## config.mk

```make
export PLATFORM = sky130hd
export DESIGN_NAME = load_value_repl_queue
export DESIGN_NICKNAME = d
export VERILOG_FILES = /design/src/rtl/lvq_pkg.sv /design/src/rtl/lvq_ctrl.sv /design/src/rtl/lvq_store.sv /design/src/rtl/load_value_repl_queue.sv
export SDC_FILE = /design/constraint.sdc
export NUM_CORES = 2
export LEC_CHECK = 0
export ABC_AREA = 1
export BUFFER_PORTS_ARGS = -buffer_cell sky130_fd_sc_hd__buf_4
export CORE_UTILIZATION = 60
export CTS_BUF_LIST = sky130_fd_sc_hd__clkbuf_8
export CTS_CLUSTER_DIAMETER = 40
export CTS_CLUSTER_SIZE = 16
export DETAILED_ROUTE_END_ITERATION = 8
export PLACE_DENSITY_LB_ADDON = 0.3
export REMOVE_ABC_BUFFERS = 1
export SLEW_MARGIN = 15
export SYNTH_ARGS = -nofsm -noshare
export SYNTH_HDL_FRONTEND = slang
export SYNTH_HIERARCHICAL = 1
export SYNTH_SLANG_ARGS = --single-unit
```

## constraint.sdc

```tcl
create_clock -name clk -period 9.1 [get_ports clk]
set_input_delay 2.73 -clock clk [delete_from_list [all_inputs] [get_ports clk]]
set_output_delay 2.73 -clock clk [all_outputs]
set_load 0.1 [all_outputs]
```

## src/rtl/lvq_pkg.sv

```systemverilog
package lvq_pkg;
  // Strobes from control to datapath, one per accepted handshake
  typedef struct packed {
    logic push;
    logic pop;
  } lvq_strobe_t;
endpackage

```

## src/rtl/lvq_ctrl.sv

```systemverilog
module lvq_ctrl
  import lvq_pkg::*;
#(
  parameter int DEPTH = 32
) (
  input  logic                     clk,
  input  logic                     rst,
  input  logic                     leadValid,
  input  logic                     trailValid,
  output logic                     leadReady,
  output logic                     trailReady,
  output lvq_strobe_t              strb,
  output logic [$clog2(DEPTH)-1:0] wrPtr,
  output logic [$clog2(DEPTH)-1:0] rdPtr
);
  localparam int PTR_W = $clog2(DEPTH);
  localparam int CNT_W = PTR_W + 1;
  localparam logic [CNT_W-1:0] FULL_CNT = CNT_W'(DEPTH);
  localparam logic [PTR_W-1:0] LAST_IDX = PTR_W'(DEPTH - 1);

  logic [CNT_W-1:0] count;

  assign leadReady  = (count != FULL_CNT);
  assign trailReady = (count != '0);
  assign strb.push  = leadValid && leadReady;
  assign strb.pop   = trailValid && trailReady;

  always_ff @(posedge clk) begin
    if (rst) begin
      count <= '0;
      wrPtr <= '0;
      rdPtr <= '0;
    end else begin
      if (strb.push) wrPtr <= (wrPtr == LAST_IDX) ? '0 : wrPtr + 1'b1;
      if (strb.pop)  rdPtr <= (rdPtr == LAST_IDX) ? '0 : rdPtr + 1'b1;
      case ({strb.push, strb.pop})
        2'b10:   count <= count + 1'b1;
        2'b01:   count <= count - 1'b1;
        default: count <= count;
      endcase
    end
  end


  no_overflow_chk: assert property (@(posedge clk) disable iff (rst)
    count <= FULL_CNT);


  push_grows_chk: assert property (@(posedge clk) disable iff (rst)
    (strb.push && !strb.pop) |=> (count == $past(count) + 1'b1));


  pop_shrinks_chk: assert property (@(posedge clk) disable iff (rst)
    (strb.pop && !strb.push) |=> (count == $past(count) - 1'b1));


  both_hold_chk: assert property (@(posedge clk) disable iff (rst)
    (strb.pop && strb.push) |=> $stable(count));


  reset_empty_chk: assert property (@(posedge clk)
    rst |=> (count == '0));
endmodule

```

## src/rtl/lvq_store.sv

```systemverilog
module lvq_store
  import lvq_pkg::*;
#(
  parameter int DEPTH  = 32,
  parameter int ADDR_W = 48,
  parameter int DATA_W = 64
) (
  input  logic                     clk,
  input  logic                     rst,
  input  lvq_strobe_t              strb,
  input  logic [$clog2(DEPTH)-1:0] wrPtr,
  input  logic [$clog2(DEPTH)-1:0] rdPtr,
  input  logic [ADDR_W-1:0]        leadAddr,
  input  logic [DATA_W-1:0]        leadData,
  input  logic [ADDR_W-1:0]        trailAddr,
  output logic [DATA_W-1:0]        trailData,
  output logic                     faultFlag
);
  logic [ADDR_W-1:0] addrMem [DEPTH];
  logic [DATA_W-1:0] dataMem [DEPTH];
  logic              addrMiss;

  always_ff @(posedge clk) begin
    if (strb.push) begin
      addrMem[wrPtr] <= leadAddr;
      dataMem[wrPtr] <= leadData;
    end
  end

  assign trailData = dataMem[rdPtr];
  assign addrMiss  = strb.pop && (addrMem[rdPtr] != trailAddr);

  always_ff @(posedge clk) begin
    if (rst)           faultFlag <= 1'b0;
    else if (addrMiss) faultFlag <= 1'b1;
  end


  miss_sets_chk: assert property (@(posedge clk) disable iff (rst)
    addrMiss |=> faultFlag);


  fault_sticky_chk: assert property (@(posedge clk) disable iff (rst)
    faultFlag |=> faultFlag);


  no_spurious_chk: assert property (@(posedge clk) disable iff (rst)
    (!strb.pop && !faultFlag) |=> !faultFlag);
endmodule

```

## src/rtl/load_value_repl_queue.sv

```systemverilog
module load_value_repl_queue
  import lvq_pkg::*;
#(
  parameter int DEPTH  = 32,
  parameter int ADDR_W = 48,
  parameter int DATA_W = 64
) (
  input  logic              clk,
  input  logic              rst,
  input  logic              leadValid,
  input  logic [ADDR_W-1:0] leadAddr,
  input  logic [DATA_W-1:0] leadData,
  output logic              leadReady,
  input  logic              trailValid,
  input  logic [ADDR_W-1:0] trailAddr,
  output logic              trailReady,
  output logic [DATA_W-1:0] trailData,
  output logic              faultFlag
);
  localparam int PTR_W = $clog2(DEPTH);

  lvq_strobe_t      strb;
  logic [PTR_W-1:0] wrPtr;
  logic [PTR_W-1:0] rdPtr;

  lvq_ctrl #(.DEPTH(DEPTH)) u_ctrl (
    .clk        (clk),
    .rst        (rst),
    .leadValid  (leadValid),
    .trailValid (trailValid),
    .leadReady  (leadReady),
    .trailReady (trailReady),
    .strb       (strb),
    .wrPtr      (wrPtr),
    .rdPtr      (rdPtr)
  );

  lvq_store #(.DEPTH(DEPTH), .ADDR_W(ADDR_W), .DATA_W(DATA_W)) u_store (
    .clk       (clk),
    .rst       (rst),
    .strb      (strb),
    .wrPtr     (wrPtr),
    .rdPtr     (rdPtr),
    .leadAddr  (leadAddr),
    .leadData  (leadData),
    .trailAddr (trailAddr),
    .trailData (trailData),
    .faultFlag (faultFlag)
  );
endmodule

```

Yosys cells after proc, flatten, opt, wreduce, memory -nomap -nowiden

Memories as Yosys holds them, arrays and structs flattened. A register that Yosys moved wholly into a read port is not among the register bits.
Index checks and enable logic that the tools add are counted.

Bits in latches: 0
Register bits: 17
Bits in read-only memories: 0
Output and inout port bits: 67
Memories kept: 2
RAM bits: 3584
Word-level logic and storage cells: 30
Input port bits: 164

Memory list:

| memory          | depth | width | rd ports | clocked after Yosys merged registers in | write ports | RTL line        | text |
|---|---|---|---|---|---|---|---|
| u_store.dataMem | 32    | 64    | 1        | 1                                       | 1           | lvq_store.sv:20 | `logic [DATA_W-1:0] dataMem [DEPTH];` |
| u_store.addrMem | 32    | 48    | 1        | 1                                       | 1           | lvq_store.sv:19 | `logic [ADDR_W-1:0] addrMem [DEPTH];` |

Shifts and indexed selects: 0
Divide/modulo/power cells: 0
Add/subtract/negate cells: 4
Multipliers: 0
Muxes and demuxes: 9
Bitwise operators: 0
Equal/unequal tests: 6
Reductions and logical operators: 5
$lt $le $gt $ge: 0

Operators with widths:

| cell                | count |
|---|---|
| $ne 48x48->1        | 1 |
| $mux 5              | 6 |
| $pmux 6 s2          | 1 |
| $add 5x1->5 const B | 2 |
| $eq 5x5->1 const B  | 2 |
| $add 6x1->6 const B | 1 |
| $ne 6x6->1 const B  | 1 |
| $reduce_bool 6->1   | 1 |
| $sub 6x1->6 const B | 1 |
| $logic_and 1x1->1   | 3 |
| $eq 2x1->1 const B  | 1 |
| $eq 2x2->1 const B  | 1 |
| $mux 1              | 2 |
| $reduce_bool 2->1   | 1 |

Logic depth before layout (Yosys ltp)

Word-level depth: 4
Mapped depth: 22

By module

Netlist, hierarchy kept.

By module, submodules not included:

| module    | cells each | sequential area each (um^2) | instances | area an instance (um^2) |
|---|---|---|---|---|
| lvq_store | 11179      | 107643.2                    | 1         | 142123.8 |
| lvq_ctrl  | 140        | 320.3                       | 1         | 1033.5 |

Worst setup path before layout

No wires, ideal clock.

Path kind: input port to flip-flop
Start point: input leadValid
End point: memory u_store.addrMem[13][0], enable pin
Required time: 8.515 ns
Stages: 4
Data arrival time: 7.824 ns
Slack: 0.692 ns
Library setup time: 0.585 ns
Cell sequence: nand2_4 -> inv_2 -> nand3_1 -> nor2_1

RTL lines:

| element            | RTL line                    | text |
|---|---|---|
| start: declaration | load_value_repl_queue.sv:10 | `input logic leadValid,` |
| end: declaration   | lvq_store.sv:19             |  |

==> results.md <==
- Outcome: finished, final reports clean
- Most common cell in the synthesized netlist: edfxtp_1
- Initial DRC Count: 14.1k
- Number of setup buffers added after CTS: 0
- Slew HR: 13.6%
- GRT Util Overall: 32.6%
- HPWL Detailed: 183 mm
- Pre-CTS setup slack: 2.78 ns
- DR pass1 iterations: 7
- Sequential area share after synthesis: 75.4%
- Initial Util: 60.6%
- Number of remaining DRC errors: 0
- WS Path Type: reg2out
- Setup ws final: 1.53 ns
- Root buffer cell: clkbuf_8
- CTS Sinks: 3601
- Register clock-pin slew on the reported worst setup and hold paths: 0.09 ns
- # rows: 178
- Mapped Cells: 11.3k
- Final GP Congestion: 0.830
- CORE AREA: 0.236 mm2
- GR Overflow Total: 0
- Worst Hold Class: reg2reg
- Antenna Nets Post-Route: 0
- Die ar.: 0.241 mm2
- Synthesized area: 0.143 mm2
- Worst-Skew Late Latency: 1.15 ns
- Antenna violations before repair: 37
- Synth Register Bits: 3601
- Top cells by area, synth: edfxtp_1 (75%), nand2_1 (5.1%), nand3_1 (4.4%)
- Max-Cap Viols: 0
- Worst IR Drop VDD: 369 uV
- H-tree depth: 5
- RSZ-0062 raised after global routing: false
- Avg WL per Cell: 26.8 um
- Most frequent cells after synthesis: edfxtp_1 (3584), nand2_1 (1954), nor2_1 (1492)
- Layout cell share with drive strength beyond 1: 10.1%
- Pwr dens: 269 mW/mm2
- Die W: 490 um
- Leakage: 53.2 nW
- CTS Buf Count: 436
- Synth Warn #: 6
- Fill cells: 16.1k
- Final Hold Fails: 0
- Pins over their slew limit: 0
- Hold-fix buffers at CTS: 0
- Post-CTS Resized: 0
- Worst slew pin tran: 1.29 ns
- Clock buffer depth: 4
- Critical path peak fanout: 58
- Via density: 6.48
- WL final: 399 mm
- NumNets Final: 11.5k
- R2r setup slk: 2.97 ns
- Fin cells: 14.9k
- Placed cell count: 14.1k
- Vias in the first global route: 91.5k
- Yosys cell types: 39
- Global-route wire length before repair: 583 mm
- Tcrit/Tclk final: 83.2%
- Post-synth EDFFs: 3584
- Area Overhead vs Synth: 9.89%
- Critical path startpoint category: register
- Yosys top cell area share: 75.2%
- Skew final: 0.0911 ns
- Via count: 96.6k
- Synth area leader: edfxtp_1
- Peak Freq: 132 MHz
- Min Tclk post-route: 7.57 ns
- Pin count of the biggest net entering global routing: 196
- Worst EP required: 6.37 ns
- TritonCTS clock tree: yes
- Worst Path Arrival: 4.84 ns
- IO Port Bufs: 230
- Crit end category: output pin
- Ys async rst share: 0%
- Final Setup Violations: 0
- IO Count: 231
- Avg Cell Area, Syn: 12.6 um2
- Top FF cell, synth: edfxtp_1
- Die height: 490 um
==> placed cells by master (no fill, tap or decap), types with 34 or more instances in the layout <==
cell	netlist	routed
clkbuf_8	0	442
nand2_1	1954	1954
nor2_4	2	34
o21ai_1	199	199
o21ai_0	1115	1115
clkinv_2	0	40
inv_8	0	39
nand3_1	1267	1267
clkinv_4	0	46
a21oi_1	67	67
nor2_1	1492	1460
o221ai_1	82	82
bufinv_16	0	46
inv_1	136	154
buf_4	56	336
edfxtp_1	3584	3584
buf_12	0	52
o22ai_1	500	500
inv_6	0	87
==> path summary, 6_finish.rpt <==
path	to	depth (start not counted)	start
max reg2reg	u_store/faultFlag$_SDFFE_PP0P_	19	u_ctrl/rdPtr[0]$_SDFFE_PP0P_
max	trailData[53]	9	u_ctrl/rdPtr[1]$_SDFFE_PP0P_
min	u_store/faultFlag$_SDFFE_PP0P_	2	u_store/faultFlag$_SDFFE_PP0P_
min reg2reg	u_store/faultFlag$_SDFFE_PP0P_	2	u_store/faultFlag$_SDFFE_PP0P_
==> power breakdown <==
part,switching [mW],internal [mW],total [mW]
registers,0.151,18.5,18.7
clock network,6.53,6.21,12.7
logic,8.14,2.76,10.9
total,14.8,27.5,42.3
==> cells by family after synthesis <==
kind of cell	count (synthesis)	share of synthesized area, %
fa+ha+maj	10	0.0926
compound gates	2040	7.91
xor+xnor	3	0.0184
buf+inv	914	2.88
flops	3601	75.4
simple gates	4751	13.7
==> flip-flops by register name, summed over array words and instances, names as in the netlist <==
register,count
u_ctrl/count,6
u_ctrl/rdPtr,5
u_ctrl/wrPtr,5
u_store/addrMem,1536
u_store/dataMem,2048
u_store/faultFlag,1
==> critical path: stages, from the launching register on <==
cell and delay, ns:
dfxtp_4 0.80, buf_4 0.67, buf_4 0.60, o21ai_0 0.19, o22ai_1 0.26, o21ai_1 0.13, o22ai_1 0.34, nand2_1 0.09
nand2_1 0.21, buf_4 0.33
==> per-layer routing <==
metal | GRT usage (%) | part of all wire [%] | vias to the layer above
met3 | 6.12 | 13 | 1148
met1 | 44.6 | 36 | 46903
li1 | - | - | 41396
met5 | 0 | 0.039 | -
met4 | 15.6 | 4.7 | 24
met2 | 51.0 | 46 | 7126
==> per-stage QoR <==
| step | hold WS [ns] | cell area, um2 | setup TNS [ns] | util, % | total power [mW] |
|---|---|---|---|---|---|
| 6_report | 0.457 | 157000 | 0 | 66.6 | 42.3 |
| 5_1_grt | 0.509 | 157000 | 0 | 66.6 | 43.9 |
| 4_1_cts | 0.460 | 157000 | 0 | 66.5 | 42.2 |
| 3_5_place_dp | 0.447 | 147000 | 0 | 62.4 | 29.7 |
| 3_3_place_gp | 0.444 | 147000 | 0 | 62.4 | 29.4 |
| 2_1_floorplan | 0.500 | 140000 | -8721.08 | - | 26.6 |
==> final cells by class <==
cell class                 instances  area [um2]  share of cell area [%]
clock buffer                     442        6080                    3.87
timing repair buffer             389        3590                    2.28
clock inverter                   349        3780                    2.40
inverter                         141         567                   0.360
multi-input combinational       6804       31300                    19.9
antenna                           26        65.1                  0.0414
tap                             3150        3940                    2.51
sequential                      3601      108000                    68.6
Note: power is estimated with default switching activity, not from simulation.
